$ cat config.mk
export PLATFORM = sky130hd
export DESIGN_NAME = delta_net
export DESIGN_NICKNAME = d
export VERILOG_FILES = /design/src/rtl/delta_pkg.sv /design/src/rtl/delta_sw2.sv /design/src/rtl/delta_stage.sv /design/src/rtl/delta_net.sv
export SDC_FILE = /design/constraint.sdc
export NUM_CORES = 1
export LEC_CHECK = 0
export CAP_MARGIN = 30
export CORE_ASPECT_RATIO = 0.8
export CORE_UTILIZATION = 55
export CTS_BUF_LIST = sky130_fd_sc_hd__clkbuf_16
export DETAILED_ROUTE_END_ITERATION = 16
export PLACE_DENSITY = 0.95
export SKIP_LAST_GASP = 1
export SYNTH_ARGS = -nofsm -noshare
export SYNTH_HDL_FRONTEND = slang
export SYNTH_HIERARCHICAL = 1
export SYNTH_SLANG_ARGS = --single-unit
export TNS_END_PERCENT = 30
$ cat constraint.sdc
create_clock -name clk -period 9 [get_ports clk]
set_input_delay 2.25 -clock clk [delete_from_list [all_inputs] [get_ports clk]]
set_output_delay 2.25 -clock clk [all_outputs]
set_load 0.03 [all_outputs]
$ cat src/rtl/delta_pkg.sv
package delta_pkg;
  // one-bit left rotation of a line index: the perfect shuffle
  function automatic int rotl(input int j, input int bits);
    return ((j << 1) | (j >> (bits - 1))) & ((1 << bits) - 1);
  endfunction
endpackage

$ cat src/rtl/delta_sw2.sv
module delta_sw2 #(
  parameter int AW  = 3,
  parameter int DW  = 16,
  parameter int BIT = 2
) (
  input  logic                   clk,
  input  logic                   rst,
  input  logic [1:0]             in_req,
  input  logic [1:0][AW-1:0]     in_dest,
  input  logic [1:0][DW-1:0]     in_data,
  output logic [1:0]             in_ack,
  output logic [1:0]             out_req,
  output logic [1:0][AW-1:0]     out_dest,
  output logic [1:0][DW-1:0]     out_data,
  input  logic [1:0]             out_ack
);
  logic [1:0] own_v, own_src;
  logic [1:0] nxt_v, nxt_src;
  logic       prio, contested;
  logic [1:0][1:0] want; // want[input][output]

  always_comb begin
    for (int i = 0; i < 2; i++)
      for (int o = 0; o < 2; o++)
        want[i][o] = in_req[i] && (in_dest[i][BIT] == o[0]);
    contested = 1'b0;
    nxt_v     = own_v;
    nxt_src   = own_src;
    for (int o = 0; o < 2; o++) begin
      if (own_v[o]) begin
        nxt_v[o] = in_req[own_src[o]];
      end else if (want[0][o] && want[1][o]) begin
        nxt_v[o]   = 1'b1;
        nxt_src[o] = prio;
        contested  = 1'b1;
      end else if (want[0][o]) begin
        nxt_v[o]   = 1'b1;
        nxt_src[o] = 1'b0;
      end else if (want[1][o]) begin
        nxt_v[o]   = 1'b1;
        nxt_src[o] = 1'b1;
      end
    end
  end

  always_ff @(posedge clk) begin
    if (rst) begin
      own_v   <= '0;
      own_src <= '0;
      prio    <= 1'b0;
    end else begin
      own_v   <= nxt_v;
      own_src <= nxt_src;
      if (contested) prio <= ~prio;
    end
  end

  always_comb begin
    for (int o = 0; o < 2; o++) begin
      out_req[o]  = own_v[o] && in_req[own_src[o]];
      out_dest[o] = own_v[o] ? in_dest[own_src[o]] : '0;
      out_data[o] = own_v[o] ? in_data[own_src[o]] : '0;
    end
    for (int i = 0; i < 2; i++)
      in_ack[i] = (own_v[0] && (own_src[0] == i[0]) && out_ack[0]) ||
                  (own_v[1] && (own_src[1] == i[0]) && out_ack[1]);
  end
endmodule

$ cat src/rtl/delta_stage.sv
module delta_stage #(
  parameter int N   = 8,
  parameter int AW  = 3,
  parameter int DW  = 16,
  parameter int BIT = 2
) (
  input  logic                   clk,
  input  logic                   rst,
  input  logic [N-1:0]           in_req,
  input  logic [N-1:0][AW-1:0]   in_dest,
  input  logic [N-1:0][DW-1:0]   in_data,
  output logic [N-1:0]           in_ack,
  output logic [N-1:0]           out_req,
  output logic [N-1:0][AW-1:0]   out_dest,
  output logic [N-1:0][DW-1:0]   out_data,
  input  logic [N-1:0]           out_ack
);
  for (genvar k = 0; k < N/2; k++) begin : g_sw
    delta_sw2 #(.AW(AW), .DW(DW), .BIT(BIT)) u_sw (
      .clk      (clk),
      .rst      (rst),
      .in_req   (in_req[2*k+1:2*k]),
      .in_dest  (in_dest[2*k+1:2*k]),
      .in_data  (in_data[2*k+1:2*k]),
      .in_ack   (in_ack[2*k+1:2*k]),
      .out_req  (out_req[2*k+1:2*k]),
      .out_dest (out_dest[2*k+1:2*k]),
      .out_data (out_data[2*k+1:2*k]),
      .out_ack  (out_ack[2*k+1:2*k])
    );
  end
endmodule

$ cat src/rtl/delta_net.sv
module delta_net #(
  parameter int N  = 8,
  parameter int DW = 16
) (
  input  logic                         clk,
  input  logic                         rst,
  input  logic [N-1:0]                 req_i,
  input  logic [N-1:0][$clog2(N)-1:0]  dest_i,
  input  logic [N-1:0][DW-1:0]         data_i,
  output logic [N-1:0]                 ack_o,
  input  logic [N-1:0]                 mem_idle_i,
  output logic [N-1:0]                 mem_req_o,
  output logic [N-1:0][DW-1:0]         mem_data_o
);
  localparam int AW = $clog2(N);
  localparam int S  = AW;

  // boundary s: outputs of stage s-1 (boundary 0 = requesters)
  logic [S:0][N-1:0]           b_req, b_ack;
  logic [S:0][N-1:0][AW-1:0]   b_dest;
  logic [S:0][N-1:0][DW-1:0]   b_data;
  // shuffled inputs of stage s
  logic [S-1:0][N-1:0]         s_req, s_ack;
  logic [S-1:0][N-1:0][AW-1:0] s_dest;
  logic [S-1:0][N-1:0][DW-1:0] s_data;

  assign b_req[0]  = req_i;
  assign b_dest[0] = dest_i;
  assign b_data[0] = data_i;

  for (genvar s = 0; s < S; s++) begin : g_stage
    for (genvar j = 0; j < N; j++) begin : g_shuf
      localparam int P = delta_pkg::rotl(j, AW);
      assign s_req[s][P]  = b_req[s][j];
      assign s_dest[s][P] = b_dest[s][j];
      assign s_data[s][P] = b_data[s][j];
      assign b_ack[s][j]  = s_ack[s][P];
    end
    delta_stage #(.N(N), .AW(AW), .DW(DW), .BIT(S-1-s)) u_stage (
      .clk      (clk),
      .rst      (rst),
      .in_req   (s_req[s]),
      .in_dest  (s_dest[s]),
      .in_data  (s_data[s]),
      .in_ack   (s_ack[s]),
      .out_req  (b_req[s+1]),
      .out_dest (b_dest[s+1]),
      .out_data (b_data[s+1]),
      .out_ack  (b_ack[s+1])
    );
  end

  // last stage: a port acknowledges when it is reached, idle, and addressed
  for (genvar j = 0; j < N; j++) begin : g_end
    assign b_ack[S][j] = b_req[S][j] && mem_idle_i[j] &&
                         (b_dest[S][j] == AW'(j));
  end

  always_ff @(posedge clk) begin
    if (rst) begin
      ack_o      <= '0;
      mem_req_o  <= '0;
      mem_data_o <= '0;
    end else begin
      ack_o      <= b_ack[0];
      mem_req_o  <= b_req[S];
      mem_data_o <= b_data[S];
    end
  end
endmodule

==> impl_metrics.csv, run 1 <==
group,metric,value,unit
outcome,outcome,"complete, no violations",
layout,final_util,0.698,
cts,cts_inserted_buffers,23,
pwr,internal_power,1680,uW
logic_synthesis,syn_area,15300,sq um
logic_synthesis,ys_ff_latch,204,
cts,clkTransAtPathRegs,0.07,ns
layout,syn_to_final_growth,24.6,%
logic_synthesis,yosys.cell_count.top_type,"mux2i_1",
cts,cts_sinks,204,
cts,cts_setup_buffers,0,
detailed_routing,first_pass_iters,5,
cts,htreeDepth,1,
detailed_routing,postRouteAntennaNets,0,
pwr,netSwitchingFraction,0.281,
floorplan,ios,314,
detailed_routing,drt_iter0_markers,1287,
grt,antenna_found_initial,2,
cts,clock_latency,0.52,ns
timing,tns,0,ns
timing,hold_viol_final,0,
grt,grt_pass1_vias,13600,
grt,grt_pass1_wl,82000,um
grt,grt_max_degree,83,
timing,clock_skew,0.0137,ns
floorplan,core,27300,sq um
detailed_routing,vias,14200,
logic_synthesis,ys_top_cells_by_count,"480 x mux2i_1, 345 x nor2b_1, 256 x nor2_1",
timing,period_minus_slack,5.57,ns
floorplan,dieArea,28500,sq um
critical_path,cp-start-kind,"primary input",
critical_path,worstSetupStartpoint,"req_i[6]",
detailed_routing,drc,0,
logic_synthesis,synth-edff-count,0,
hold_path,min_path_type,"reg2reg",
timing,relSlewSlack,0.399,
placed_design,port_buffers,313,
floorplan,die_width,188,um
pwr,p_leak,0.00554,uW
pwr,pwr-share-clk,0.424,
pwr,p_sw,656,uW
floorplan,initial_core_util,0.560,
cts,cts_tree,"built",
detailed_routing,viasPerCell,5.93,
pwr,p_seq_frac,0.404,
critical_path,worst-setup-path-type,"in2reg",
job,maxCapViolCount,0,
floorplan,die_h,151,um
detailed_routing,wl_per_cell,23.4,um
cts,clockBufferDepth,3,
logic_synthesis,synthFlopType,"dfxtp_1",
critical_path,cp.required,9.45,ns
timing,setup_violations,0,
pwr,pwr-share-comb,0.172,
layout,fin_nets,2195,
critical_path,path_max_fanout,8,
timing,rsz0062_at_grt,"false",
cts,hold_buffers,0,
logic_synthesis,syn_inst,1797,
layout,antennaDiodeCount,0,
placed_design,routabilityCongestion,1.01,
timing,tightest_slew,0.900,ns
pwr,peakVddDrop,0.135,mV
logic_synthesis,syn_nets,1967,
layout,fillCellCount,2160,
timing,maxSlewViolCount,0,
cts,cts-root-buf,"clkbuf_16",
logic_synthesis,synth_top_cell_by_area,"mux2i_1",
logic_synthesis,yosys_warnings,6,
logic_synthesis,syn_avg_cell_area,8.51,sq um
pwr,power.density,122,nW/um^2
timing,finalCritPeriodShare,0.619,
hold_path,hp-start,"g_stage[2].u_stage/g_sw[0].u_sw/prio$_SDFFE_PP0P_",
logic_synthesis,async_reset_ff_frac,0,
layout,drive_above_1_share,0.0784,
critical_path,end_kind,"flip-flop",
grt,grt_usage,0.381,
timing,clock.fmax,179,MHz
logic_synthesis,synth_area_leaders,"mux2i_1 31%, dfxtp_1 27%, nor2b_1 14%",
logic_synthesis,yosysUniqueCellTypes,28,
placed_design,place_hpwl,43200,um
floorplan,rows,54,
grt,globalRouteOverflowTotal,0,
cts,cts_resized,0,
critical_path,arrival,6.02,ns
logic_synthesis,synth_top_area_frac,0.314,
detailed_routing,wl,56200,um
logic_synthesis,ys_seq_area_frac,0.267,
critical_path,rr_startpoint,"g_stage[0].u_stage/g_sw[2].u_sw/own_v[0]$_SDFF_PP0_",
-- flip-flops by register name, summed over array words and instances (netlist names) --
register	flops
mem_data_o	128
ack_o	8
g_stage.u_stage/g_sw.u_sw/own_v	24
g_stage.u_stage/g_sw.u_sw/own_src	24
g_stage.u_stage/g_sw.u_sw/prio	12
mem_req_o	8
-- power groups by stage --
stage | combinational (uW) | clock [uW] | sequential [uW]
6_report | 400 | 989 | 943
5_1_grt | 418 | 1040 | 944
3_5_place_dp | 390 | 0 | 961
4_1_cts | 392 | 1000 | 941
2_1_floorplan | 242 | 0 | 940
3_3_place_gp | 384 | 0 | 960
-- final timing paths --
check / to / slack [ns] / cells past startpoint
max: ack_o[0]$_SDFF_PP0_ / 3.43 / 16
min: g_stage[2].u_stage/g_sw[0].u_sw/prio$_SDFFE_PP0P_ / 0.60 / 2
min reg2reg: g_stage[2].u_stage/g_sw[0].u_sw/prio$_SDFFE_PP0P_ / 0.60 / 2
max reg2reg: ack_o[0]$_SDFF_PP0_ / 4.91 / 14
-- cell families (layout without fill, tap and decap cells) --
kind of cell	Yosys count	in the layout	synth area share
AOI/OAI and AO/OA	144	144	0.0648
and+or+nand+nor	809	809	0.288
muxes	492	492	0.326
buffers and inverters	148	391	0.0543
DFF	204	204	0.267
-- per-layer routing --
metal  vias up  share of wire  track usage
li1       6536              -            -
met3       105          0.097       0.0860
met4         2          0.041        0.147
met2       751           0.41        0.556
met1      6853           0.45        0.541
met5         -        0.00016            0
-- worst max-delay path, cell delays in order --
cell	delay [ns]
clkdlybuf4s50_1	0.60
mux2i_1	0.13
nor2b_1	0.53
mux2i_1	0.16
nor2b_1	0.52
mux2i_1	0.16
nor2b_1	0.23
nand2_1	0.08
nor4_1	0.25
nand2_1	0.10
o22ai_1	0.32
nand2_1	0.10
o22ai_1	0.20
nand2_1	0.08
o22ai_1	0.15
nor2b_1	0.15
-- area by class of cell --
| class | count | area, sq um | share of cell area |
|---|---|---|---|
| inverters | 12 | 45.0 | 0.00236 |
| clock inverters | 17 | 189 | 0.00992 |
| multi-input cells | 1445 | 10400 | 0.545 |
| clock buffers | 23 | 576 | 0.0302 |
| repair buffers | 339 | 3330 | 0.175 |
| well taps | 364 | 455 | 0.0239 |
| flip-flops and latches | 204 | 4080 | 0.214 |
-- metrics by stage --
stage	setup WS (ns)	total power, uW	instance area [sq um]	hold slack [ns]	std cells
final	3.43	2330	19100	0.600	2404
after global routing	3.12	2400	19100	0.615	2404
after detailed placement	3.02	1350	18300	0.578	2364
after floorplan	4.50	1180	15300	0.546	1797
after global placement	3.26	1340	18300	0.570	2364
after CTS	3.55	2330	19100	0.596	2404
-- layout by cell type (no fill, tap or decap), drive strengths merged, types with 2 or more instances in the layout --
cell and count:
nand2b 24, o211ai 12, o21ai 36, o22ai 12, nor3 12, clkinvlp 2, o21ba 24, mux2 12
nand2 63, buf 27, clkdlybuf4s50 312, nand3 27, o2111ai 12, and3b 12, nor3b 14, nor2 256
nor2b 396, bufinv 4, dfxtp 204, clkbuf 23, clkinv 7, nand4b 2, a21oi 48, inv 16
mux2i 480
Power figures use the tool's default switching activity.
==> inputs of run 2 (changes only) <==
- CORE_UTILIZATION: 55 -> 53
- PLACE_DENSITY: 0.95 -> 0.92
- clock period: 9 -> 5.5 ns (I/O delays scaled with it)
==> run 2 against run 1 <==
- critical path depth up 1
- design area up 0.47%
- utilization down 2.1 points
==> impl_metrics.csv, run 2 (same netlist as run 1, synthesis figures left out) <==
group,metric,value,unit
outcome,outcome,"complete, no violations",
floorplan,rows,55,
floorplan,core,28300,sq um
detailed_routing,dr.max_layer_used,"met5",
critical_path,end_kind,"flip-flop",
cts,clock_latency,0.54,ns
cts,hold_buffers,0,
timing,clock.fmax,220,MHz
timing,rsz0062_at_grt,"false",
floorplan,dieArea,29500,sq um
floorplan,initial_core_util,0.541,
cts,cts-root-buf,"clkbuf_16",
cts,clkTransAtPathRegs,0.06,ns
detailed_routing,wl,55100,um
timing,fin_ws,0.961,ns
detailed_routing,viasPerCell,5.87,
detailed_routing,vias,14200,
placed_design,routabilityCongestion,1.03,
layout,antennaDiodeCount,0,
layout,drive_above_1_share,0.0866,
critical_path,worst-setup-path-type,"in2reg",
timing,maxSlewViolCount,0,
layout,max_flop_register,"mem_data_o",
pwr,power.density,197,nW/um^2
pwr,pwr-share-comb,0.174,
placed_design,port_buffers,313,
cts,cts_setup_buffers,0,
placed_design,pre_cts_slack,0.620,ns
detailed_routing,wl_met3,5490,um
critical_path,path_max_fanout,8,
timing,relSlewSlack,0.381,
layout,fin_area,19100,sq um
placed_design,postPlaceCellArea,18400,sq um
grt,grt_pass1_vias,13600,
detailed_routing,met2_length,23300,um
layout,largest_register_ffs,128,
floorplan,ios,314,
pwr,p_sw,1100,uW
pwr,p_leak,0.00560,uW
critical_path,cp-start-kind,"primary input",
detailed_routing,first_pass_iters,7,
detailed_routing,wl_per_cell,22.7,um
pwr,internal_power,2670,uW
grt,grt_max_degree,105,
job,maxCapViolCount,0,
timing,finalCritPeriodShare,0.825,
grt,antenna_found_initial,1,
cts,clockBufferDepth,3,
placed_design,place_hpwl,42400,um
cts,cts_tree,"built",
layout,fillCellCount,2275,
detailed_routing,drt_iter0_markers,1655,
layout,largestRegisters,"mem_data_o: 128 flops, g_stage.u_stage/g_sw.u_sw/own_src: 24 flops, g_stage.u_stage/g_sw.u_sw/own_v: 24 flops",
pwr,peakVddDrop,0.237,mV
timing,setup_violations,0,
cts,htreeDepth,1,
layout,syn_to_final_growth,25.2,%
timing,period_minus_slack,4.54,ns
grt,globalRouteOverflowTotal,0,
timing,clock_skew,0.0284,ns
layout,mostFrequentLayoutCell,"mux2i_1",
pwr,p_seq_frac,0.411,
layout,fin_nets,2208,
grt,grt_pass1_wl,80800,um
critical_path,cp.required,5.95,ns
floorplan,die_width,192,um
pwr,pwr-share-clk,0.415,
cts,cts_resized,0,
detailed_routing,postRouteAntennaNets,0,
detailed_routing,drc,0,
layout,final_util,0.677,
critical_path,arrival,4.99,ns
floorplan,die_h,154,um
layout,final_cell_mix,"480 x mux2i_1, 345 x nor2b_1, 312 x clkdlybuf4s50_1, 256 x nor2_1, 204 x dfxtp_1",
timing,hold_viol_final,0,
pwr,netSwitchingFraction,0.292,
hold_path,min_path_type,"reg2reg",
pwr,power,3770,uW
detailed_routing,wl_met1,24200,um
timing,tightest_slew,0.927,ns
grt,grt_usage,0.361,
cts,cts_inserted_buffers,23,
timing,tns,0,ns
cts,cts_sinks,204,
==> run 2: cell type report <==
type | instances | area (sq um) | share of cell area
clock inverters | 19 | 173 | 0.00902
clock buffers | 23 | 576 | 0.0301
well taps | 370 | 463 | 0.0242
multi-input cells | 1445 | 10400 | 0.542
inverters | 12 | 45.0 | 0.00235
repair buffers | 352 | 3430 | 0.179
flip-flops and latches | 204 | 4080 | 0.213
==> run 2: path summary, 6_finish.rpt <==
path              slack (ns)                                                       to  cells past startpoint                                                    start
setup / recovery        0.96                                      ack_o[0]$_SDFF_PP0_                     17                                                 req_i[6]
hold / removal          0.58  g_stage[1].u_stage/g_sw[0].u_sw/own_src[1]$_SDFFE_PP0P_                      2  g_stage[1].u_stage/g_sw[0].u_sw/own_src[1]$_SDFFE_PP0P_
setup reg to reg        1.48                                      ack_o[0]$_SDFF_PP0_                     16  g_stage[0].u_stage/g_sw[0].u_sw/own_src[1]$_SDFFE_PP0P_
hold reg to reg         0.58  g_stage[1].u_stage/g_sw[0].u_sw/own_src[1]$_SDFFE_PP0P_                      2  g_stage[1].u_stage/g_sw[0].u_sw/own_src[1]$_SDFFE_PP0P_
==> run 2: worst max-delay path: stages <==
cell	delay [ns]
clkdlybuf4s50_1	0.62
mux2i_1	0.13
nor2_1	0.12
buf_4	0.18
mux2i_1	0.09
nor2b_1	0.55
mux2i_1	0.15
nor2_1	0.19
nand3_1	0.13
nor3b_1	0.29
nand2_1	0.09
o22ai_1	0.33
nand2_1	0.10
o22ai_1	0.25
nand2_1	0.09
o22ai_1	0.15
nor2b_1	0.15
==> run 2: metal layers <==
metal / track usage / up-vias
met5: 0 / -
li1: - / 6557
met1: 0.509 / 6820
met3: 0.0854 / 116
met2: 0.535 / 730
met4: 0.124 / 2
==> run 2: metrics by stage <==
| stage | instances | hold slack [ns] |
|---|---|---|
| 2_1_floorplan | 1797 | 0.546 |
| 3_3_place_gp | 2383 | 0.568 |
| 3_5_place_dp | 2383 | 0.573 |
| 4_1_cts | 2425 | 0.578 |
| 5_1_grt | 2425 | 0.622 |
| 6_report | 2425 | 0.583 |
==> run 2: power by group through the flow <==
stage	logic [uW]	registers, uW	clock network [uW]
2_1_floorplan	396	1540	0
3_3_place_gp	627	1580	0
3_5_place_dp	635	1580	0
4_1_cts	639	1550	1570
5_1_grt	684	1550	1640
6_report	655	1550	1570
